### src/rtl/irqc_pkg.sv
package irqc_pkg;
  localparam int ADDR_W = 10;
  localparam logic [ADDR_W-1:0] A_STAT  = 10'h0C0;
  localparam logic [ADDR_W-1:0] A_EN    = 10'h0C2;
  localparam logic [ADDR_W-1:0] A_CRIT  = 10'h0C3;
  localparam logic [ADDR_W-1:0] A_POL   = 10'h0C4;
  localparam logic [ADDR_W-1:0] A_TRIG  = 10'h0C5;
  localparam logic [ADDR_W-1:0] A_MSTAT = 10'h0C6;
  localparam logic [ADDR_W-1:0] A_VEC   = 10'h0C7;
  localparam logic [ADDR_W-1:0] A_VCFG  = 10'h0C8;
endpackage

### src/rtl/irqc_sync.sv
module irqc_sync #(
  parameter int W = 32
) (
  input  logic         clk,
  input  logic         rst,
  input  logic [W-1:0] d,
  output logic [W-1:0] q
);
  logic [W-1:0] stage1;

  always_ff @(posedge clk) begin
    if (rst) begin
      stage1 <= '0;
      q      <= '0;
    end else begin
      stage1 <= d;
      q      <= stage1;
    end
  end
endmodule

### src/rtl/irqc_line.sv
module irqc_line (
  input  logic clk,
  input  logic rst,
  input  logic sync_in,
  input  logic pol_low,
  input  logic edge_mode,
  input  logic clr,
  output logic stat
);
  logic act;
  logic prev;
  logic hit;

  assign act = sync_in ^ pol_low;
  assign hit = edge_mode ? (act & ~prev) : act;

  always_ff @(posedge clk) begin
    if (rst) begin
      prev <= 1'b0;
      stat <= 1'b0;
    end else begin
      prev <= act;
      stat <= (stat & ~clr) | hit;
    end
  end


  level_relatch_chk: assert property (@(posedge clk) disable iff (rst)
    (!edge_mode && act) |=> stat);


  edge_hold_clear_chk: assert property (@(posedge clk) disable iff (rst)
    (edge_mode && act && prev && clr) |=> !stat);


  no_lost_pending_chk: assert property (@(posedge clk) disable iff (rst)
    (stat && !clr) |=> stat);
endmodule

### src/rtl/irqc_prio.sv
module irqc_prio #(
  parameter int N     = 32,
  parameter int IDX_W = $clog2(N)
) (
  input  logic [N-1:0]     req,
  input  logic             low_first,
  output logic             found,
  output logic [IDX_W-1:0] idx
);
  always_comb begin
    found = 1'b0;
    idx   = '0;
    if (low_first) begin
      for (int i = N - 1; i >= 0; i--) begin
        if (req[i]) begin
          found = 1'b1;
          idx   = IDX_W'(i);
        end
      end
    end else begin
      for (int i = 0; i < N; i++) begin
        if (req[i]) begin
          found = 1'b1;
          idx   = IDX_W'(i);
        end
      end
    end
  end
endmodule

### src/rtl/irqc_top.sv
module irqc_top
  import irqc_pkg::*;
#(
  parameter int N_LINES = 32,
  parameter int DATA_W  = 32
) (
  input  logic              clk,
  input  logic              rst,
  input  logic [N_LINES-1:0] irq_in,
  input  logic [ADDR_W-1:0] dcr_addr,
  input  logic              dcr_rd,
  input  logic              dcr_wr,
  input  logic [DATA_W-1:0] dcr_wdata,
  output logic [DATA_W-1:0] dcr_rdata,
  output logic              irq_norm,
  output logic              irq_crit
);
  localparam int IDX_W = $clog2(N_LINES);

  logic [N_LINES-1:0] sync_q;
  logic [N_LINES-1:0] stat;
  logic [N_LINES-1:0] en_r, crit_r, pol_r, trig_r;
  logic               vrev_r;
  logic [N_LINES-1:0] clr_vec;
  logic [N_LINES-1:0] mstat;
  logic               vec_found;
  logic [IDX_W-1:0]   vec_idx;
  logic [DATA_W-1:0]  rd_word;
  logic               decoded;

  irqc_sync #(.W(N_LINES)) u_sync (
    .clk(clk), .rst(rst), .d(irq_in), .q(sync_q)
  );

  assign clr_vec = (dcr_wr && dcr_addr == A_STAT) ? dcr_wdata[N_LINES-1:0] : '0;

  for (genvar g = 0; g < N_LINES; g++) begin : g_line
    irqc_line u_line (
      .clk(clk), .rst(rst),
      .sync_in(sync_q[g]),
      .pol_low(pol_r[g]),
      .edge_mode(trig_r[g]),
      .clr(clr_vec[g]),
      .stat(stat[g])
    );
  end

  always_ff @(posedge clk) begin
    if (rst) begin
      en_r   <= '0;
      crit_r <= '0;
      pol_r  <= '0;
      trig_r <= '0;
      vrev_r <= 1'b0;
    end else if (dcr_wr) begin
      case (dcr_addr)
        A_EN:    en_r   <= dcr_wdata[N_LINES-1:0];
        A_CRIT:  crit_r <= dcr_wdata[N_LINES-1:0];
        A_POL:   pol_r  <= dcr_wdata[N_LINES-1:0];
        A_TRIG:  trig_r <= dcr_wdata[N_LINES-1:0];
        A_VCFG:  vrev_r <= dcr_wdata[0];
        default: ;
      endcase
    end
  end

  assign mstat = stat & en_r;

  irqc_prio #(.N(N_LINES), .IDX_W(IDX_W)) u_prio (
    .req(mstat), .low_first(vrev_r), .found(vec_found), .idx(vec_idx)
  );

  always_comb begin
    rd_word = '0;
    decoded = 1'b1;
    case (dcr_addr)
      A_STAT:  rd_word[N_LINES-1:0] = stat;
      A_EN:    rd_word[N_LINES-1:0] = en_r;
      A_CRIT:  rd_word[N_LINES-1:0] = crit_r;
      A_POL:   rd_word[N_LINES-1:0] = pol_r;
      A_TRIG:  rd_word[N_LINES-1:0] = trig_r;
      A_MSTAT: rd_word[N_LINES-1:0] = mstat;
      A_VEC: begin
        if (vec_found) rd_word[IDX_W-1:0] = vec_idx;
        else           rd_word = '1;
      end
      A_VCFG:  rd_word[0] = vrev_r;
      default: decoded = 1'b0;
    endcase
  end

  always_ff @(posedge clk) begin
    if (rst) begin
      dcr_rdata <= '0;
      irq_norm  <= 1'b0;
      irq_crit  <= 1'b0;
    end else begin
      if (dcr_rd) dcr_rdata <= rd_word;
      irq_norm <= |(mstat & ~crit_r);
      irq_crit <= |(mstat & crit_r);
    end
  end


  undecoded_zero_chk: assert property (@(posedge clk) disable iff (rst)
    (dcr_rd && !decoded) |=> dcr_rdata == '0);


  empty_vector_chk: assert property (@(posedge clk) disable iff (rst)
    (dcr_rd && dcr_addr == A_VEC && mstat == '0) |=> dcr_rdata == '1);


  masked_read_chk: assert property (@(posedge clk) disable iff (rst)
    (dcr_rd && dcr_addr == A_MSTAT) |=> dcr_rdata[N_LINES-1:0] == $past(stat & en_r));


  crit_source_chk: assert property (@(posedge clk) disable iff (rst)
    irq_crit |-> $past(|(stat & en_r & crit_r)));
endmodule

### config.mk
export PLATFORM = sky130hd
export DESIGN_NAME = irqc_top
export DESIGN_NICKNAME = d
export VERILOG_FILES = /design/src/rtl/irqc_pkg.sv /design/src/rtl/irqc_sync.sv /design/src/rtl/irqc_line.sv /design/src/rtl/irqc_prio.sv /design/src/rtl/irqc_top.sv
export SDC_FILE = /design/constraint.sdc
export NUM_CORES = 1
export LEC_CHECK = 0
export BUFFER_PORTS_ARGS = -buffer_cell sky130_fd_sc_hd__buf_2
export CORE_UTILIZATION = 30
export DETAILED_ROUTE_END_ITERATION = 10
export PLACE_DENSITY = 0.56
export SYNTH_ARGS = -nofsm -noshare
export SYNTH_HDL_FRONTEND = slang
export SYNTH_SLANG_ARGS = --single-unit
### constraint.sdc
create_clock -name clk -period 2.4 [get_ports clk]
set_clock_uncertainty 0.05 [all_clocks]
set_input_delay 0.12 -clock clk [delete_from_list [all_inputs] [get_ports clk]]
set_output_delay 0.12 -clock clk [all_outputs]
set_load 0.05 [all_outputs]
==> results.tsv <==
metric	value	unit
timing.rr.end	dcr_rdata[18]$_SDFFE_PP0P_	
routed_wl	46600	microns
grt_busiest_layer	met2	
detailedRoute.firstPassIterationCount	5	
startpoint_type	register	
detail_route.drc_violations	0	
fp.coreArea	40800	sq um
floorplan.die.width	206	microns
gr-usage-all-layers	21.8	%
timing.critical_path.from	g_line[4].u_line.stat$_SDFF_PP0_	
antennaDiodeCount	0	
nFillCells	4170	
slew_headroom	57.8	%
grt_first_pass_wirelength	69700	microns
ant_nets	0	
yosys_most_used_dff	dfxtp_1	
final-hold-violation-count	0	
place_ws	202	ps
timing.final.crit_share	94.0	%
cap_viol_max_count	0	
r2r_cells	8	
post_route_cells_drive_above_1_share	14.9	%
largest_vdd_supply_drop	357	uV
root_buffer	clkbuf_16	
h-tree-depth	2	
fin_ws	144	ps
setup_total_negative_slack	0	ps
synthArstFlopShare	0	%
numPortBuffers	111	
powerDensity	690	nW/um^2
synth.cell_area	12400	sq um
min_path_type	input port to register	
syn-mean-instance-area	8.17	sq um
post_synth_inst_count	1522	
grt_pass1_vias	11196	
cts_tree	yes	
timing_worst_setup_path_type	register to register	
regToRegStartpoint	g_line[4].u_line.stat$_SDFF_PP0_	
run_status	finished clean	
groute.layer.met2.usage	34.3	%
floorplan.die.height	206	microns
drv_slew	0	
yosys_register_bits	291	
sequential_cell_area	5830	sq um
period_needed	2260	ps
grt_antenna_before_repair	0	
viasPerCell	5.33	
worst-endpoint-arrival	2590	ps
grtUsageMet1	30.5	%
multi_input_area	6140	sq um
cts_inserted_buffers	35	
critical_path_peak_fanout	16	
num_rows	74	
ys_seq_area_share	46.8	%
endpoint	dcr_rdata[18]$_SDFFE_PP0P_	
avgRoutedWirePerCell	20.6	microns
floorplan.initialDensity	30.5	%
floorplan.die_area	42300	sq um
number_of_non_filler_instances_in_the_completed_layout	2256	
finalSetupViolCount	0	
dr.first_iter.drc_count	1022	
cts.reportedPaths.clkPinSlew	60	ps
rsz0062_at_grt	false	
ff2ff_setup_slack	140	ps
edff_count_synth	0	
fin_nets	1781	
grt_start_max_net_pins	117	
design.portCount	112	
worst_slew_pin_slew	632	ps
globalRouteOverflowTotal	0	
worst_setup_path_end_kind	register	
place_congestion	0.933	
area_delta_synth_final	25.8	%
insertion_delay	520	ps
dpl_cell_area	13800	sq um
via_count	12019	
ys.warnings.count	0	
cts-root-to-sink-buffers	3	
netlist-cell-type-count	64	
pleak	0.00552	uW
cts_num_sinks	291	
synth.net_count	1600	
hpwlAfterDp	32600	microns
mostFrequentLayoutCells	418 x nand2_1, 291 x dfxtp_1, 151 x a21oi_1	
numPlacedInstances	2129	
met3_usage	3.56	%
layout.cells.most_common	nand2_1	
worstPathRequired	2730	ps
max_freq	443	MHz
post-route-util	38.3	%
final_design_area_no_fill	15700	sq um
-- logic make-up (layout without fill, tap and decap cells) --
group                     count (synthesis)  after routing  share of synthesized area, %
AOI/OAI and AO/OA                       405            405                          21.9
xor gates and xnor gates                 32             32                          2.25
buffers and inverters                   114            316                          3.94
DFF                                     291            291                          46.8
muxes                                    23             23                          1.87
and+or+nand+nor                         657            657                          23.2
-- how the worst min path moves through the flow --
stage	startpoint	endpoint	slack, ps	cells after the start
detailed placement	irq_in[14]	u_sync.stage1[14]$_SDFF_PP0_	280	2
CTS	dcr_rd	dcr_rdata[3]$_SDFFE_PP0P_	10	3
floorplan	irq_in[0]	u_sync.stage1[0]$_SDFF_PP0_	200	1
finish	dcr_addr[8]	vrev_r$_SDFFE_PP0P_	30	5
global placement	irq_in[1]	u_sync.stage1[1]$_SDFF_PP0_	280	2
global route	dcr_rd	dcr_rdata[3]$_SDFFE_PP0P_	50	3
-- sequential cells by signal (all words and copies together), names as in the netlist --
register and count:
u_sync.q 32, trig_r 32, irq_norm 1, crit_r 32, en_r 32, g_line.u_line.prev 32
dcr_rdata 32, vrev_r 1, u_sync.stage1 32, irq_crit 1, g_line.u_line.stat 32, pol_r 32
-- repair_timing --
item	in CTS	in global routing
hold endpoints to repair	195	0
endpoints found under the setup margin	0	1
buffers inserted	0	0
resized for setup	0	2
hold buffers	69	0
-- per-layer routing --
layer  up-vias  share of wire [%]
met5         -                  0
met4         0                2.2
met3        82                6.9
met2       457                 45
met1      5788                 46
li1       5692                  -
-- cell usage after synthesis, drive strengths merged (3+ instances only) --
cell type / number / area, sq um
nand2: 418 / 1570
dfxtp: 291 / 5830
a21oi: 151 / 756
clkbuf: 73 / 279
o21ai: 68 / 340
nor2b: 66 / 413
nand3: 59 / 295
nor2: 57 / 214
buf: 33 / 181
xnor2: 32 / 280
a2111oi: 30 / 319
a32o: 30 / 300
a22oi: 22 / 165
mux2i: 21 / 210
a21boi: 17 / 128
a22o: 15 / 140
o22ai: 12 / 75.1
o31ai: 12 / 90.1
and2: 11 / 71.3
and3: 9 / 56.3
nand4: 9 / 56.3
nor4: 9 / 68.8
o211ai: 9 / 67.6
inv: 8 / 30.0
nor3: 8 / 50.1
a32oi: 6 / 52.6
a211oi: 4 / 30.0
a221oi: 4 / 35.0
o2111ai: 4 / 35.0
a31oi: 3 / 18.8
o221ai: 3 / 26.3
-- metrics by stage --
step	hold WS (ps)	power [uW]
after floorplan	198	5290
after global placement	281	5510
after detailed placement	282	5520
after CTS	12.7	10900
after global routing	49.8	11200
final	30.7	10800
-- layout make-up --
type,instances,share of cell area (%)
Timing Repair Buffer,250,11.9
Multi-Input combinational cell,1117,39.2
Clock inverter,12,1.11
Tap cell,532,4.25
Clock buffer,46,6.18
Inverter,8,0.192
Sequential cell,291,37.2
-- worst max-delay path: stages, from the launching register on --
cell	delay (ps)
dfxtp_1	460
a22o_1	270
nor4_1	100
buf_4	150
and4b_1	200
and2_4	170
buf_12	150
a2111oi_1	420
o21ai_0	140
-- power by group --
group | switching [uW] | internal [uW]
Sequential | 70.5 | 4930
Combinational | 274 | 230
Clock | 2030 | 3260
Total | 2380 | 8420
(Power assumes the default switching activity.)
